<file path="src/rtl/lvmon_pkg.sv">
package lvmon_pkg;

    typedef enum logic {
        ST_SUPPLY_OK  = 1'b0,
        ST_SUPPLY_LOW = 1'b1
    } lvm_state_e;

    localparam int unsigned REG_W      = 8;
    localparam int unsigned STATUS_BIT = 7;
    localparam int unsigned FLAG_BIT   = 6;
    localparam int unsigned EN_BIT     = 0;
    localparam int unsigned TSEL_W     = 2;

endpackage

</file>
<file path="src/rtl/lvmon_sync.sv">
module lvmon_sync #(
    parameter int unsigned STAGES = 2,
    parameter int unsigned WIDTH  = 2
) (
    input  logic             clk,
    input  logic             rst_n,
    input  logic [WIDTH-1:0] async_in,
    output logic [WIDTH-1:0] sync_out
);

    logic [WIDTH-1:0] stg_q [STAGES];

    for (genvar s = 0; s < STAGES; s++) begin : g_stage
        if (s == 0) begin : g_first
            always_ff @(posedge clk or negedge rst_n) begin
                if (!rst_n) stg_q[s] <= '0;
                else        stg_q[s] <= async_in;
            end
        end else begin : g_next
            always_ff @(posedge clk or negedge rst_n) begin
                if (!rst_n) stg_q[s] <= '0;
                else        stg_q[s] <= stg_q[s-1];
            end
        end
    end

    assign sync_out = stg_q[STAGES-1];

endmodule

</file>
<file path="src/rtl/lvmon_fsm.sv">
module lvmon_fsm
    import lvmon_pkg::*;
(
    input  logic clk,
    input  logic rst_n,
    input  logic below_s,
    input  logic above_s,
    output logic status,
    output logic rst_req,
    output logic trip_pulse
);

    lvm_state_e state_q, state_d;

    // next-state: below-falling report has precedence over above-rising
    always_comb begin
        state_d = state_q;
        unique case (state_q)
            ST_SUPPLY_OK: begin
                if (below_s) state_d = ST_SUPPLY_LOW;          // TRIP
            end
            ST_SUPPLY_LOW: begin
                if (!below_s && above_s) state_d = ST_SUPPLY_OK; // RECOVER
            end
            default: state_d = ST_SUPPLY_OK;
        endcase
    end

    always_ff @(posedge clk or negedge rst_n) begin
        if (!rst_n) state_q <= ST_SUPPLY_OK;
        else        state_q <= state_d;
    end

    always_comb begin
        status     = 1'b0;
        rst_req    = 1'b0;
        trip_pulse = 1'b0;
        unique case (state_q)
            ST_SUPPLY_OK: begin
                trip_pulse = (state_d == ST_SUPPLY_LOW);
            end
            ST_SUPPLY_LOW: begin
                status  = 1'b1;
                rst_req = 1'b1;
            end
            default: ;
        endcase
    end

    AST_BELOW_SETS: assert property (@(posedge clk) disable iff (!rst_n)
        below_s |=> status);
    AST_RISE_CLEARS: assert property (@(posedge clk) disable iff (!rst_n)
        (!below_s && above_s) |=> !status);
    AST_QUIET_HOLDS: assert property (@(posedge clk) disable iff (!rst_n)
        (!below_s && !above_s) |=> $stable(status));
    AST_RELEASE_ON_RISE: assert property (@(posedge clk) disable iff (!rst_n)
        $fell(rst_req) |-> $past(above_s && !below_s));

endmodule

</file>
<file path="src/rtl/lvmon_regs.sv">
module lvmon_regs
    import lvmon_pkg::*;
(
    input  logic             clk,
    input  logic             rst_n,
    input  logic             status,
    input  logic             trip_pulse,
    input  logic             wr,
    input  logic             wr_ack,
    input  logic             wr_en,
    output logic [REG_W-1:0] rdata,
    output logic             irq_req
);

    logic flag_q;
    logic en_q;

    // set takes priority over a coincident acknowledge
    always_ff @(posedge clk or negedge rst_n) begin
        if (!rst_n)             flag_q <= 1'b0;
        else if (trip_pulse)    flag_q <= 1'b1;
        else if (wr && wr_ack)  flag_q <= 1'b0;
    end

    always_ff @(posedge clk or negedge rst_n) begin
        if (!rst_n)  en_q <= 1'b0;
        else if (wr) en_q <= wr_en;
    end

    always_comb begin
        rdata             = '0;
        rdata[STATUS_BIT] = status;
        rdata[FLAG_BIT]   = flag_q;
        rdata[EN_BIT]     = en_q;
    end

    assign irq_req = flag_q & en_q;

    AST_FLAG_ON_TRIP: assert property (@(posedge clk) disable iff (!rst_n)
        $rose(status) |-> flag_q);
    AST_SET_WINS: assert property (@(posedge clk) disable iff (!rst_n)
        (trip_pulse && wr && wr_ack) |=> flag_q);
    AST_ACK_CLEARS: assert property (@(posedge clk) disable iff (!rst_n)
        (wr && wr_ack && !trip_pulse) |=> !flag_q);
    AST_ZERO_WRITE_KEEPS: assert property (@(posedge clk) disable iff (!rst_n)
        (flag_q && !(wr && wr_ack)) |=> flag_q);

endmodule

</file>
<file path="src/rtl/lvmon_ctrl.sv">
module lvmon_ctrl
    import lvmon_pkg::*;
#(
    parameter int unsigned SYNC_STAGES = 2
) (
    input  logic              clk,
    input  logic              rst_n,
    input  logic              cmp_below_fall,
    input  logic              cmp_above_rise,
    input  logic [TSEL_W-1:0] trip_sel_cfg,
    output logic [TSEL_W-1:0] trip_sel_out,
    input  logic              reg_wr,
    input  logic [REG_W-1:0]  reg_wdata,
    output logic [REG_W-1:0]  reg_rdata,
    output logic              lv_rst_req,
    output logic              lv_irq_req
);

    localparam int unsigned CMP_W = 2;

    logic [CMP_W-1:0] cmp_s;
    logic             status;
    logic             trip_pulse;
    logic             unused_wdata;

    assign unused_wdata = ^{reg_wdata[REG_W-1:FLAG_BIT+1], reg_wdata[FLAG_BIT-1:EN_BIT+1]};

    lvmon_sync #(
        .STAGES (SYNC_STAGES),
        .WIDTH  (CMP_W)
    ) sync_i (
        .clk      (clk),
        .rst_n    (rst_n),
        .async_in ({cmp_above_rise, cmp_below_fall}),
        .sync_out (cmp_s)
    );

    lvmon_fsm fsm_i (
        .clk        (clk),
        .rst_n      (rst_n),
        .below_s    (cmp_s[0]),
        .above_s    (cmp_s[1]),
        .status     (status),
        .rst_req    (lv_rst_req),
        .trip_pulse (trip_pulse)
    );

    lvmon_regs regs_i (
        .clk        (clk),
        .rst_n      (rst_n),
        .status     (status),
        .trip_pulse (trip_pulse),
        .wr         (reg_wr),
        .wr_ack     (reg_wdata[FLAG_BIT]),
        .wr_en      (reg_wdata[EN_BIT]),
        .rdata      (reg_rdata),
        .irq_req    (lv_irq_req)
    );

    assign trip_sel_out = trip_sel_cfg;

    AST_RST_TRACKS_STATUS: assert property (@(posedge clk) disable iff (!rst_n)
        lv_rst_req == reg_rdata[STATUS_BIT]);
    AST_IRQ_NEEDS_ENABLE: assert property (@(posedge clk) disable iff (!rst_n)
        lv_irq_req |-> (reg_rdata[EN_BIT] && reg_rdata[FLAG_BIT]));

endmodule

</file>
<file path="config.mk">
export PLATFORM = sky130hd
export DESIGN_NAME = lvmon_ctrl
export DESIGN_NICKNAME = d
export VERILOG_FILES = /design/src/rtl/lvmon_pkg.sv /design/src/rtl/lvmon_sync.sv /design/src/rtl/lvmon_fsm.sv /design/src/rtl/lvmon_regs.sv /design/src/rtl/lvmon_ctrl.sv
export SDC_FILE = /design/constraint.sdc
export NUM_CORES = 1
export LEC_CHECK = 0
export ABC_AREA = 0
export BUFFER_PORTS_ARGS = -buffer_cell sky130_fd_sc_hd__buf_4
export CORE_AREA = 4 4 41 43
export CTS_CLUSTER_SIZE = 8
export DETAILED_ROUTE_END_ITERATION = 16
export DIE_AREA = 0 0 45 47
export RECOVER_POWER = 25
export SLEW_MARGIN = 25
export SYNTH_ARGS = -nofsm -noshare
export SYNTH_HDL_FRONTEND = slang
export SYNTH_HIERARCHICAL = 1
export SYNTH_SLANG_ARGS = --single-unit
</file>
<file path="constraint.sdc">
create_clock -name clk -period 0.88 [get_ports clk]
set_input_delay 0.088 -clock clk [delete_from_list [all_inputs] [get_ports clk]]
set_output_delay 0.088 -clock clk [all_outputs]
set_load 0.005 [all_outputs]
</file>
==> impl_metrics.csv <==
group,metric,value,unit
pwr,p_leak,0.0002255,uW
global_routing,grt_pass1_wl,690,um
sta,period_share,1.124,
cts,htree_num_levels,1,
floorplan,num_rows,13,
critical_path,cp-start-kind,"flop",
critical_path,r2r_setup_slack,-10,ps
status,status,"complete, but fails checks",
sta,hold_violations,0,
status,violations,"negative setup slack",
yosys,synthAdderAreaFrac,0,
global_routing,antenna_found_initial,0,
yosys,yosys_warnings,6,
critical_path,cp_max_fo,2,
job,maxCapViolCount,0,
critical_path,worstSetupPathType,"reg2out",
cells_and_area,syn2layout_area_growth,32.18,%
yosys,synth_top_family_by_area,"buffers and inverters",
yosys,ys_async_sr_fraction,1.000,
cts,cts_tree,"yes",
yosys,synth_simple_gate_area_frac,0.04981,
yosys,yosysSeqAreaShare,0.5364,
routing,remaining_drc_errors,0,
routing,drt_pass1_iterations,1,
floorplan,die_w,45,um
sta,rsz0062_at_grt,"yes",
routing,routed_wl,467,um
pwr,pwr_density_cell,1785,mW/mm^2
yosys,ys_top_cells_by_count,"buf_4, dfrtp_1, a21o_1",
sta,drv_slew,0,
sta,fin_tns_setup,-288.5,ps
critical_path,worstReg2RegEnd,"regs_i/en_q",
floorplan,die_h,47,um
cts,clock_path_buffers,2,
global_routing,grt_max_degree,8,
cells_and_area,drive_above_1_share,0.4250,
sta,skew,3.480,ps
floorplan,boundaryPins,27,
cts,insertion_delay,250,ps
yosys,synthXorXnorAreaFrac,0,
global_routing,grtUsageTotal,0.05192,
pwr,ir_worst_vdd,0.001056,V
routing,vias,195,
critical_path,worst_r2r_path_depth,2,
yosys,synth-compound-area-share,0.04598,
placed_design,port_buffers,11,
cells_and_area,n_antenna_cell,0,
yosys,synthMuxAreaShare,0.04598,
yosys,synth_ff_type,"dfrtp_1",
critical_path,critical_path_arrival,900,ps
yosys,syn-cell-area,326.6,sq um
yosys,ys_types,9,
sta,finalWorstSetupSlack,-108.8,ps
routing,first_iter_violations,0,
routing,final_antenna_net_count,0,
yosys,netlist.area_leader.share,0.5364,
floorplan,dieArea,0.002115,sq mm
cts,cts_sinks,7,
placed_design,dp_cells,45,
min_path,hp-class,"in2reg",
critical_path,r2r-start,"regs_i/en_q",
sta,finalSetupViolCount,4,
placed_design,globalplace.congestion,0.6111,
floorplan,initial_core_util,0.2510,
yosys,synth_area_leaders,"dfrtp_1, buf_4, a21o_1, mux2_4, and2_1",
yosys,synth_edf_count,0,
critical_path,crit_end,"lv_irq_req",
cts,cts_inserted_buffers,3,
yosys,yosys.area.top_type,"dfrtp_1",
cells_and_area,final_nets,56,
yosys,synth_cells,28,
floorplan,coreArea,0.001301,sq mm
critical_path,crit_path_start,"regs_i/en_q",
cells_and_area,register_area,175.2,sq um
global_routing,grt_overflow,0,
global_routing,grt_pass1_vias,184,
sta,clock.fmax,1.011,GHz
critical_path,crit_path_end_kind,"output pin",
critical_path,cp.required,790,ps
routing,routedWlPerCell,8.491,um
yosys,syn_avg_cell_area,11.66,sq um
yosys,synth.most_common_cell,"buf_4",
cells_and_area,multi_input_area,65.06,sq um
cts,path_clk_slew,50,ps
cells_and_area,fillers,136,
cts,cts-root-buf,"clkbuf_4",
routing,vias_per_cell,3.545,
yosys,ys_seq_elements,7,
cells_and_area,stdcell_count,55,
sta,min_period,988.8,ps
[cells in the final DEF, fill, tap and decap left out]
cell type	instances
nor2b_1	1
dfrtp_1	7
conb_1	5
dlygate4sd3_1	3
clkbuf_1	2
mux2_4	1
inv_1	1
nand2_1	1
and2_1	1
buf_4	10
a21o_1	2
clkbuf_4	3
buf_6	3
[timing repair]
action | in CTS | in global routing
buffers inserted | 3 | 0
pin swaps | 1 | 0
endpoints found under the hold margin | 9 | 0
gates resized for setup | 3 | 0
endpoints found under the setup margin | 3 | 6
hold buffers | 3 | 0
[critical path: stages (launching register included)]
cell and delay [ps]:
dfrtp_1 380, and2_1 150, buf_4 130
[layout make-up]
type | instances | share of cell area
sequential | 7 | 0.4058
clock buffer | 4 | 0.06087
tap | 15 | 0.04348
inverter | 1 | 0.008696
timing repair buffer | 17 | 0.3304
multi-input combinational | 11 | 0.1507
[sequential cells by signal, indices dropped and copies added (netlist names)]
signal           cells
sync_i/sync_out      2
regs_i/en_q          1
regs_i/flag_q        1
sync_i/stg_q         2
fsm_i/state_q        1
[how the worst min path moves through the flow]
stage	from	end	slack [ps]	cells after the start
floorplan	rst_n	fsm_i/state_q	-210	0
global placement	rst_n	sync_i/stg_q[2]	-100	1
detailed placement	rst_n	sync_i/stg_q[2]	-100	1
CTS	reg_wdata[0]	regs_i/en_q	60	2
global route	reg_wdata[0]	regs_i/en_q	70	2
finish	reg_wdata[0]	regs_i/en_q	80	2
[metal layers]
metal | track usage | wire length (um) | vias to the layer above
li1 | - | - | 91
met1 | 0.04695 | 157 | 88
met2 | 0.07345 | 213 | 16
met3 | 0.06130 | 96 | 0
met4 | 0.01754 | 0 | 0
met5 | 0 | 0 | -
[cell families after synthesis]
family	count (synthesis)
mux	1
buf+inv	14
simple gates	3
flops	7
other cells	1
compound gates	2
[metrics by stage]
step           setup slack, ps  total power [uW]  utilization  hold slack (ps)  instance area, sq um
6_report                -108.8             770.3       0.3317            77.56                 431.7
5_1_grt                 -152.4             826.5       0.3317            65.17                 431.7
4_1_cts                 -123.1             794.0       0.3346            64.42                 435.4
3_5_place_dp             111.8             457.4       0.2654           -95.88                 345.3
3_3_place_gp             117.2             455.5       0.2654           -97.83                 345.3
2_1_floorplan            53.38             444.7            -           -207.6                 341.6
[power breakdown]
group | internal [uW] | total, uW | switching, uW
Sequential | 346 | 359 | 12.7
Combinational | 90.0 | 130 | 39.6
Clock | 172 | 282 | 110
Total | 608 | 770 | 162
Power figures use the tool's default switching activity.
